File: config.mk
export PLATFORM = sky130hd
export DESIGN_NAME = pixclk_switch
export DESIGN_NICKNAME = d
export VERILOG_FILES = /design/src/rtl/pixclk_pkg.sv /design/src/rtl/pixclk_seq.sv /design/src/rtl/pixclk_decide.sv /design/src/rtl/pixclk_shadow.sv /design/src/rtl/pixclk_switch.sv
export SDC_FILE = /design/constraint.sdc
export NUM_CORES = 1
export LEC_CHECK = 0
export CORE_ASPECT_RATIO = 1.5
export CORE_MARGIN = 3
export CORE_UTILIZATION = 45
export CTS_CLUSTER_DIAMETER = 100
export CTS_CLUSTER_SIZE = 40
export DETAILED_ROUTE_END_ITERATION = 6
export PLACE_DENSITY = 0.75
export SLEW_MARGIN = 15
export SYNTH_ARGS = -nofsm -noshare
export SYNTH_HDL_FRONTEND = slang
export SYNTH_HIERARCHICAL = 1
export SYNTH_SLANG_ARGS = --single-unit
export TNS_END_PERCENT = 5
File: constraint.sdc
create_clock -name clk -period 2.2 [get_ports clk]
set_input_delay 0.22 -clock clk [delete_from_list [all_inputs] [get_ports clk]]
set_output_delay 0.22 -clock clk [all_outputs]
set_load 0.02 [all_outputs]
File: src/rtl/pixclk_pkg.sv
package pixclk_pkg;

    localparam int DEF_LATCH_W    = 8;
    localparam int DEF_SEL_BIT    = 5;
    localparam int DEF_FREQ_W     = 16;
    localparam int DEF_THRESH_KHZ = 30000;

    typedef enum logic [1:0] {
        ST_INIT,
        ST_IDLE,
        ST_MODIFY,
        ST_WRITE
    } seq_state_t;

    typedef struct packed {
        logic modify;
        logic commit;
    } rmw_ctl_t;

    function automatic logic speed_select(
        input logic [31:0] freq,
        input logic [31:0] thresh,
        input logic        invert
    );
        return (freq >= thresh) ^ invert;
    endfunction

endpackage

File: src/rtl/pixclk_seq.sv
module pixclk_seq
    import pixclk_pkg::*;
#(
    parameter int FREQ_W = DEF_FREQ_W
) (
    input  logic              clk,
    input  logic              rst,
    input  logic              evt_i,
    input  logic [FREQ_W-1:0] freq_i,
    input  logic              lock_req_i,
    output logic [FREQ_W-1:0] freq_q_o,
    output logic              lock_grant_o,
    output logic              busy_o,
    output rmw_ctl_t          ctl_o
);

    seq_state_t        state_q;
    logic              pend_q;
    logic              grant_q;
    logic [FREQ_W-1:0] freq_q;
    logic              start;

    assign start = (evt_i || pend_q) && !grant_q;

    always_ff @(posedge clk) begin
        if (rst) begin
            state_q <= ST_INIT;
            pend_q  <= 1'b0;
            grant_q <= 1'b0;
            freq_q  <= '0;
        end else begin
            if (evt_i) begin
                freq_q <= freq_i;
            end
            grant_q <= lock_req_i &&
                       (grant_q || (state_q == ST_IDLE && !pend_q && !evt_i));
            unique case (state_q)
                ST_INIT: begin
                    state_q <= ST_IDLE;
                    if (evt_i) pend_q <= 1'b1;
                end
                ST_IDLE: begin
                    if (start) begin
                        state_q <= ST_MODIFY;
                        pend_q  <= 1'b0;
                    end else if (evt_i) begin
                        pend_q <= 1'b1;
                    end
                end
                ST_MODIFY: begin
                    state_q <= ST_WRITE;
                    if (evt_i) pend_q <= 1'b1;
                end
                ST_WRITE: begin
                    state_q <= ST_IDLE;
                    if (evt_i) pend_q <= 1'b1;
                end
                default: state_q <= ST_IDLE;
            endcase
        end
    end

    assign freq_q_o     = freq_q;
    assign lock_grant_o = grant_q;
    assign busy_o       = (state_q != ST_IDLE);
    assign ctl_o.modify = (state_q == ST_MODIFY);
    assign ctl_o.commit = (state_q == ST_WRITE) || (state_q == ST_INIT);

endmodule

File: src/rtl/pixclk_decide.sv
module pixclk_decide
    import pixclk_pkg::*;
#(
    parameter int FREQ_W     = DEF_FREQ_W,
    parameter int THRESH_KHZ = DEF_THRESH_KHZ
) (
    input  logic [FREQ_W-1:0] freq_i,
    input  logic              invert_i,
    output logic              sel_o
);

    localparam logic [31:0] THR = THRESH_KHZ;

    logic [31:0] freq_ext;

    assign freq_ext = 32'(freq_i);
    assign sel_o    = speed_select(freq_ext, THR, invert_i);

endmodule

File: src/rtl/pixclk_shadow.sv
module pixclk_shadow
    import pixclk_pkg::*;
#(
    parameter int LATCH_W = DEF_LATCH_W,
    parameter int SEL_BIT = DEF_SEL_BIT
) (
    input  logic               clk,
    input  logic               rst,
    input  rmw_ctl_t           ctl_i,
    input  logic               sel_i,
    input  logic               ext_wr_i,
    input  logic [LATCH_W-1:0] ext_data_i,
    output logic [LATCH_W-1:0] latch_o,
    output logic               latch_we_o
);

    localparam logic [LATCH_W-1:0] SEL_MASK = LATCH_W'(1) << SEL_BIT;

    logic [LATCH_W-1:0] shadow_q;
    logic [LATCH_W-1:0] latch_q;
    logic               we_q;
    logic [LATCH_W-1:0] rmw_val;
    logic [LATCH_W-1:0] ext_val;

    // Read-modify-write of the select bit: clear, then OR in the new value.
    assign rmw_val = (shadow_q & ~SEL_MASK) | (sel_i ? SEL_MASK : '0);
    // External writers own every bit except the select bit.
    assign ext_val = (ext_data_i & ~SEL_MASK) | (shadow_q & SEL_MASK);

    always_ff @(posedge clk) begin
        if (rst) begin
            shadow_q <= '0;
            latch_q  <= '0;
            we_q     <= 1'b0;
        end else begin
            we_q <= 1'b0;
            if (ctl_i.modify) begin
                shadow_q <= rmw_val;
            end else if (ext_wr_i) begin
                shadow_q <= ext_val;
                latch_q  <= ext_val;
                we_q     <= 1'b1;
            end
            if (ctl_i.commit) begin
                latch_q <= shadow_q;
                we_q    <= 1'b1;
            end
        end
    end

    assign latch_o    = latch_q;
    assign latch_we_o = we_q;

endmodule

File: src/rtl/pixclk_switch.sv
module pixclk_switch
    import pixclk_pkg::*;
#(
    parameter int LATCH_W    = DEF_LATCH_W,
    parameter int SEL_BIT    = DEF_SEL_BIT,
    parameter int FREQ_W     = DEF_FREQ_W,
    parameter int THRESH_KHZ = DEF_THRESH_KHZ
) (
    input  logic               clk,
    input  logic               rst,
    input  logic               mode_evt_i,
    input  logic               reset_evt_i,
    input  logic [FREQ_W-1:0]  freq_khz_i,
    input  logic               invert_i,
    input  logic               lock_req_i,
    output logic               lock_grant_o,
    input  logic               wr_en_i,
    input  logic [LATCH_W-1:0] wr_data_i,
    output logic               busy_o,
    output logic [LATCH_W-1:0] latch_o,
    output logic               latch_we_o
);

    logic              evt;
    logic [FREQ_W-1:0] freq_q;
    logic              grant;
    logic              sel;
    rmw_ctl_t          ctl;

    assign evt = mode_evt_i || reset_evt_i;

    pixclk_seq #(.FREQ_W(FREQ_W)) u_seq (
        .clk          (clk),
        .rst          (rst),
        .evt_i        (evt),
        .freq_i       (freq_khz_i),
        .lock_req_i   (lock_req_i),
        .freq_q_o     (freq_q),
        .lock_grant_o (grant),
        .busy_o       (busy_o),
        .ctl_o        (ctl)
    );

    pixclk_decide #(.FREQ_W(FREQ_W), .THRESH_KHZ(THRESH_KHZ)) u_decide (
        .freq_i   (freq_q),
        .invert_i (invert_i),
        .sel_o    (sel)
    );

    pixclk_shadow #(.LATCH_W(LATCH_W), .SEL_BIT(SEL_BIT)) u_shadow (
        .clk        (clk),
        .rst        (rst),
        .ctl_i      (ctl),
        .sel_i      (sel),
        .ext_wr_i   (wr_en_i && grant),
        .ext_data_i (wr_data_i),
        .latch_o    (latch_o),
        .latch_we_o (latch_we_o)
    );

    assign lock_grant_o = grant;

endmodule

==> flow_summary.ini, run 1 <==
[drt]
avgViaCountPerCell = 5.07
drt_pass1_iterations = 4
drc = 0
route.vias.total = 1146
ant_nets = 0
wire_per_inst_um = 12.5
drt-total-wl_um = 2820
initialDrtViolationCount = 39

[clocking]
cts_tree = built
cts_buffers = 5
clock_latency_ns = 0.28
cts_sinks = 33
cts_hold_buf = 0
clockBufferDepth = 2
root_buffer = clkbuf_8
clk_pin_slew_worst_paths_ns = 0.07
post_cts_buffers = 0
htree_levels = 2
cts_resized = 0

[sta]
setup_viol_count_final = 0
rsz0062_at_grt = false
final.setup_skew_ns = 0.00468
tightest_slew_ns = 0.768
relSlewSlack = 0.488
hold_viol_final = 0
finalCritPeriodShare = 0.848
period_minus_slack_ns = 1.87
setup_tns_ns = 0
fmax_ghz = 0.536
setup_ws_ns = 0.335
slew_violations = 0

[grt]
antenna_found_initial = 0
grt_pass1_vias = 1059
grt_max_degree = 26
grtUsageTotal = 0.154
grt_pass1_wl_um = 4350
grt-ovfl-total = 0

[place]
dp_cells = 218
numPortBuffers = 36
dp_hpwl_um = 2110
dpl_worst_slack_ns = 0.427
gp_congestion = 0.721

[power]
p_comb_frac = 0.223
p_leak_nw = 0.715
pwr-share-clk = 0.327
p_int_mw = 1.11
switchingPower_uw = 411
seqPwrFrac = 0.451
swShare = 0.271
vdd_ir_drop_max_v = 0.000577
total_power_mw = 1.52
powerDensity_mw_per_mm2 = 813

[floorplan]
die_x_um = 51.5
initial_core_util = 0.475
row_count = 24
core-area_mm2 = 0.00294
die_h_um = 74.3
ioPinCount = 42
die_area_mm2 = 0.00382

[worst_setup_path]
required_ns = 1.98
reg2reg_slack_ns = 0.40
end_kind = output port
critPathKind = reg -> out
critPathArrivalTime_ns = 1.65
startpoint_type = flip-flop
path_max_fanout = 4

[finish]
syn_to_final_growth_pct = 33.5
final_nets = 219
drive_above_1_share = 0.112
fin_cells = 226
antenna_cells = 0

[yosys]
synth_area_mm2 = 0.00140
avgSynthCellArea_um2 = 9.38
yosys_warnings = 6
syn-num-nets = 182
synthCells = 149

[hold_path]
hold_path.class = reg -> reg

[job]
cap_violations = 0

[status]
status = finished, final reports clean
==> flip-flops by register name (all words and copies together) (netlist names) <==
register,cells
u_shadow/latch_o,8
u_seq/freq_q_o,12
u_seq/pend_q,1
u_shadow/shadow_q,8
u_seq/lock_grant_o,1
u_seq/state_q,2
u_shadow/latch_we_o,1
==> critical path: stages, from the launching register on <==
cell	delay [ns]
dfxtp_1	0.35
inv_1	0.07
ha_1	0.23
inv_1	0.10
clkdlybuf4s50_1	0.60
==> routing by layer <==
metal | part of all wire | routed length (µm) | track usage
met5 | 0 | 0 | 0
met4 | 0.019 | 53 | 0.0671
met3 | 0.067 | 189 | 0.0741
met2 | 0.52 | 1450 | 0.273
met1 | 0.40 | 1120 | 0.149
==> power groups by stage <==
stage	clock network (mW)	logic, mW	registers, mW
CTS	0.509	0.341	0.684
finish	0.495	0.337	0.683
global placement	0	0.328	0.692
floorplan	0	0.174	0.726
detailed placement	0	0.340	0.697
global route	0.540	0.362	0.690
==> through the flow <==
step / hold slack [ns] / instance area [µm²] / utilization
2_1_floorplan: 0.300 / 1400 / -
3_3_place_gp: 0.442 / 1760 / 0.599
3_5_place_dp: 0.455 / 1760 / 0.599
4_1_cts: 0.464 / 1870 / 0.634
5_1_grt: 0.488 / 1870 / 0.634
6_report: 0.459 / 1870 / 0.634
==> final timing paths <==
path	from	end	cells past startpoint
setup / recovery	u_seq/state_q[1]	busy_o	4
hold / removal	u_shadow/shadow_q[7]	u_shadow/shadow_q[7]	2
setup reg to reg	u_seq/state_q[0]	u_shadow/latch_o[2]	4
hold reg to reg	u_shadow/shadow_q[7]	u_shadow/shadow_q[7]	2
==> final cells by class <==
class | instances | area [µm²]
Clock buffer | 7 | 96.3
Tap cell | 39 | 48.8
Sequential cell | 33 | 661
Fill cell | 280 | 1080
Multi-Input combinational cell | 96 | 627
Inverter | 10 | 37.5
Clock inverter | 1 | 5.00
Timing Repair Buffer | 40 | 390
==> cell usage in the layout (no fill, tap or decap), types with 2 or more instances in the layout <==
cell type,instances
a2111oi_1,4
a2111oi_2,3
a21oi_1,10
buf_4,4
clkbuf_8,7
clkdlybuf4s50_1,36
dfxtp_1,33
ha_1,2
inv_1,10
mux2i_1,13
nand2_1,15
nor2_1,18
nor3_1,14
o21ai_0,2
Power figures use the tool's default switching activity.
==> inputs of run 2 (changes only) <==
==> constraint.sdc (replaced) <==
create_clock -name clk -period 1.8 [get_ports clk]
set_input_delay 0.18 -clock clk [delete_from_list [all_inputs] [get_ports clk]]
set_output_delay 0.18 -clock clk [all_outputs]
set_load 0.02 [all_outputs]
==> run 2 against run 1 <==
Hold slack better by 0.00058 ns. Clock power up 42%. Count of clock-buffer cells in the layout unchanged. Sequential share of layout area down 0.63 points. Die area unchanged. Sequential power up 22%. Register-to-register slack worse by 0.13 ns. Total power up 29%. Global-route usage up 0.31 points. Utilization up 1.1 points. Final area up 1.8%. Via count up 0.26%. Critical endpoint unchanged. Largest cell class unchanged. Highest routed layer unchanged.
==> flow_summary.ini, run 2 (synthesis gave the netlist of run 1 again) <==
[sta]
setup_tns_ns = 0
setup_viol_count_final = 0
rsz0062_at_grt = false
relSlewSlack = 0.771
whs_ns = 0.460
slew_violations = 0
finalCritPeriodShare = 0.851
final.setup_skew_ns = 0.00692
setup_ws_ns = 0.268
period_minus_slack_ns = 1.53
hold_viol_final = 0
tightest_slew_ns = 0.343
fmax_ghz = 0.653

[drt]
wire_per_inst_um = 12.5
initialDrtViolationCount = 22
ant_nets = 0
avgViaCountPerCell = 5.06
route.vias.total = 1149
drt-total-wl_um = 2830
drt_pass1_iterations = 4
drc = 0

[power]
vdd_ir_drop_max_v = 0.000784
p_leak_nw = 0.727
powerDensity_mw_per_mm2 = 1030

[worst_setup_path]
crit_buf_inv = 3
path_max_fanout = 4
rr_endpoint = u_shadow/latch_o[0]
reg2reg_from = u_seq/state_q[0]
crit_path_frequent_cell = inv_1
required_ns = 1.62
end_kind = output port
reg2reg_slack_ns = 0.27
path_delay_family = buffers and inverters
slowest_stage = dfxtp_1
critPathArrivalTime_ns = 1.35
path_cells = inv_1 -> ha_1 -> inv_1 -> dlygate4sd2_1
startpoint_type = flip-flop
rr_worst_depth = 5
critPathKind = reg -> out
cp_slowest_stage_delay_ns = 0.34

[grt]
grt-ovfl-total = 0
grt_pass1_vias = 1078
grt_pass1_wl_um = 4490
grtUsageTotal = 0.157
grt_max_degree = 35
antenna_found_initial = 0

[hold_path]
hold_depth = 2
min_to = u_shadow/shadow_q[6]
hold_path.class = reg -> reg
hp-start = u_shadow/shadow_q[6]

[clocking]
clockBufferDepth = 2
clk_pin_slew_worst_paths_ns = 0.07
clock_latency_ns = 0.28
cts_tree = built
cts_buffers = 5
htree_levels = 2
cts_sinks = 33
cts_resized = 1
post_cts_buffers = 0
root_buffer = clkbuf_8
cts_hold_buf = 0

[floorplan]
initial_core_util = 0.475
core-area_mm2 = 0.00294
die_x_um = 51.5
die_area_mm2 = 0.00382
row_count = 24
die_h_um = 74.3
ioPinCount = 42

[place]
gp_congestion = 0.785
place_area_mm2 = 0.00178
dp_cells = 219
dpl_worst_slack_ns = 0.153
numPortBuffers = 36
dp_hpwl_um = 2070

[status]
status = finished, final reports clean

[finish]
final_nets = 220
antenna_cells = 0
largest_reg_flops = 12
final_area_mm2 = 0.00190
final_common_cell = clkdlybuf4s50_1
fin_cells = 227
drive_above_1_share = 0.112
syn_to_final_growth_pct = 35.9
final_cell_mix = 35 x clkdlybuf4s50_1, 33 x dfxtp_1, 18 x nor2_1, 15 x nand2_1, 14 x nor3_1

[job]
cap_violations = 0
## run 2: stage by stage
step	util	power (mW)
2_1_floorplan	-	1.10
3_3_place_gp	0.606	1.25
3_5_place_dp	0.606	1.28
4_1_cts	0.645	1.99
5_1_grt	0.645	2.05
6_report	0.645	1.96
## run 2: how the worst max path moves through the flow
stage / cells past startpoint / slack (ns) / end / from
2_1_floorplan: 6 / 0.34 / u_shadow/latch_o[4] / u_seq/lock_grant_o
3_3_place_gp: 6 / 0.23 / u_shadow/latch_o[1] / wr_en_i
3_5_place_dp: 6 / 0.15 / u_shadow/latch_o[0] / wr_en_i
4_1_cts: 4 / 0.25 / busy_o / u_seq/state_q[1]
5_1_grt: 5 / 0.14 / u_shadow/latch_o[0] / u_seq/state_q[0]
6_report: 4 / 0.27 / busy_o / u_seq/state_q[1]
## run 2: per-layer routing
layer	track usage	vias up	part of all wire
met4	0.0612	0	0.018
met3	0.0521	6	0.060
met5	0	-	0
li1	-	578	-
met1	0.150	525	0.40
met2	0.302	40	0.52
## run 2: worst min-delay path, stage by stage (launching register included)
cell,delay (ns)
dfxtp_1,0.31
nand2_1,0.05
a21oi_1,0.05
## run 2: cell type report
class | count | area [µm²]
Timing Repair Buffer | 41 | 409
Clock inverter | 1 | 30.0
Sequential cell | 33 | 661
Tap cell | 39 | 48.8
Fill cell | 278 | 1040
Multi-Input combinational cell | 96 | 627
Clock buffer | 7 | 86.3
Inverter | 10 | 37.5
## run 2: power breakdown
part           internal (mW)  switching (mW)
clock                  0.451           0.254
combinational          0.214           0.207
sequential             0.796          0.0394
total                   1.46           0.500
==> inputs of run 3 (changes only) <==
--- a/config.mk
+++ b/config.mk
@@ -11,6 +11,7 @@
 export CTS_CLUSTER_DIAMETER = 100
 export CTS_CLUSTER_SIZE = 40
 export DETAILED_ROUTE_END_ITERATION = 6
+export GPL_ROUTABILITY_DRIVEN = 0
 export PLACE_DENSITY = 0.75
 export SLEW_MARGIN = 15
 export SYNTH_ARGS = -nofsm -noshare
==> results of run 3 <==
Final layout, timing and power as in run 2 (identical DEF).
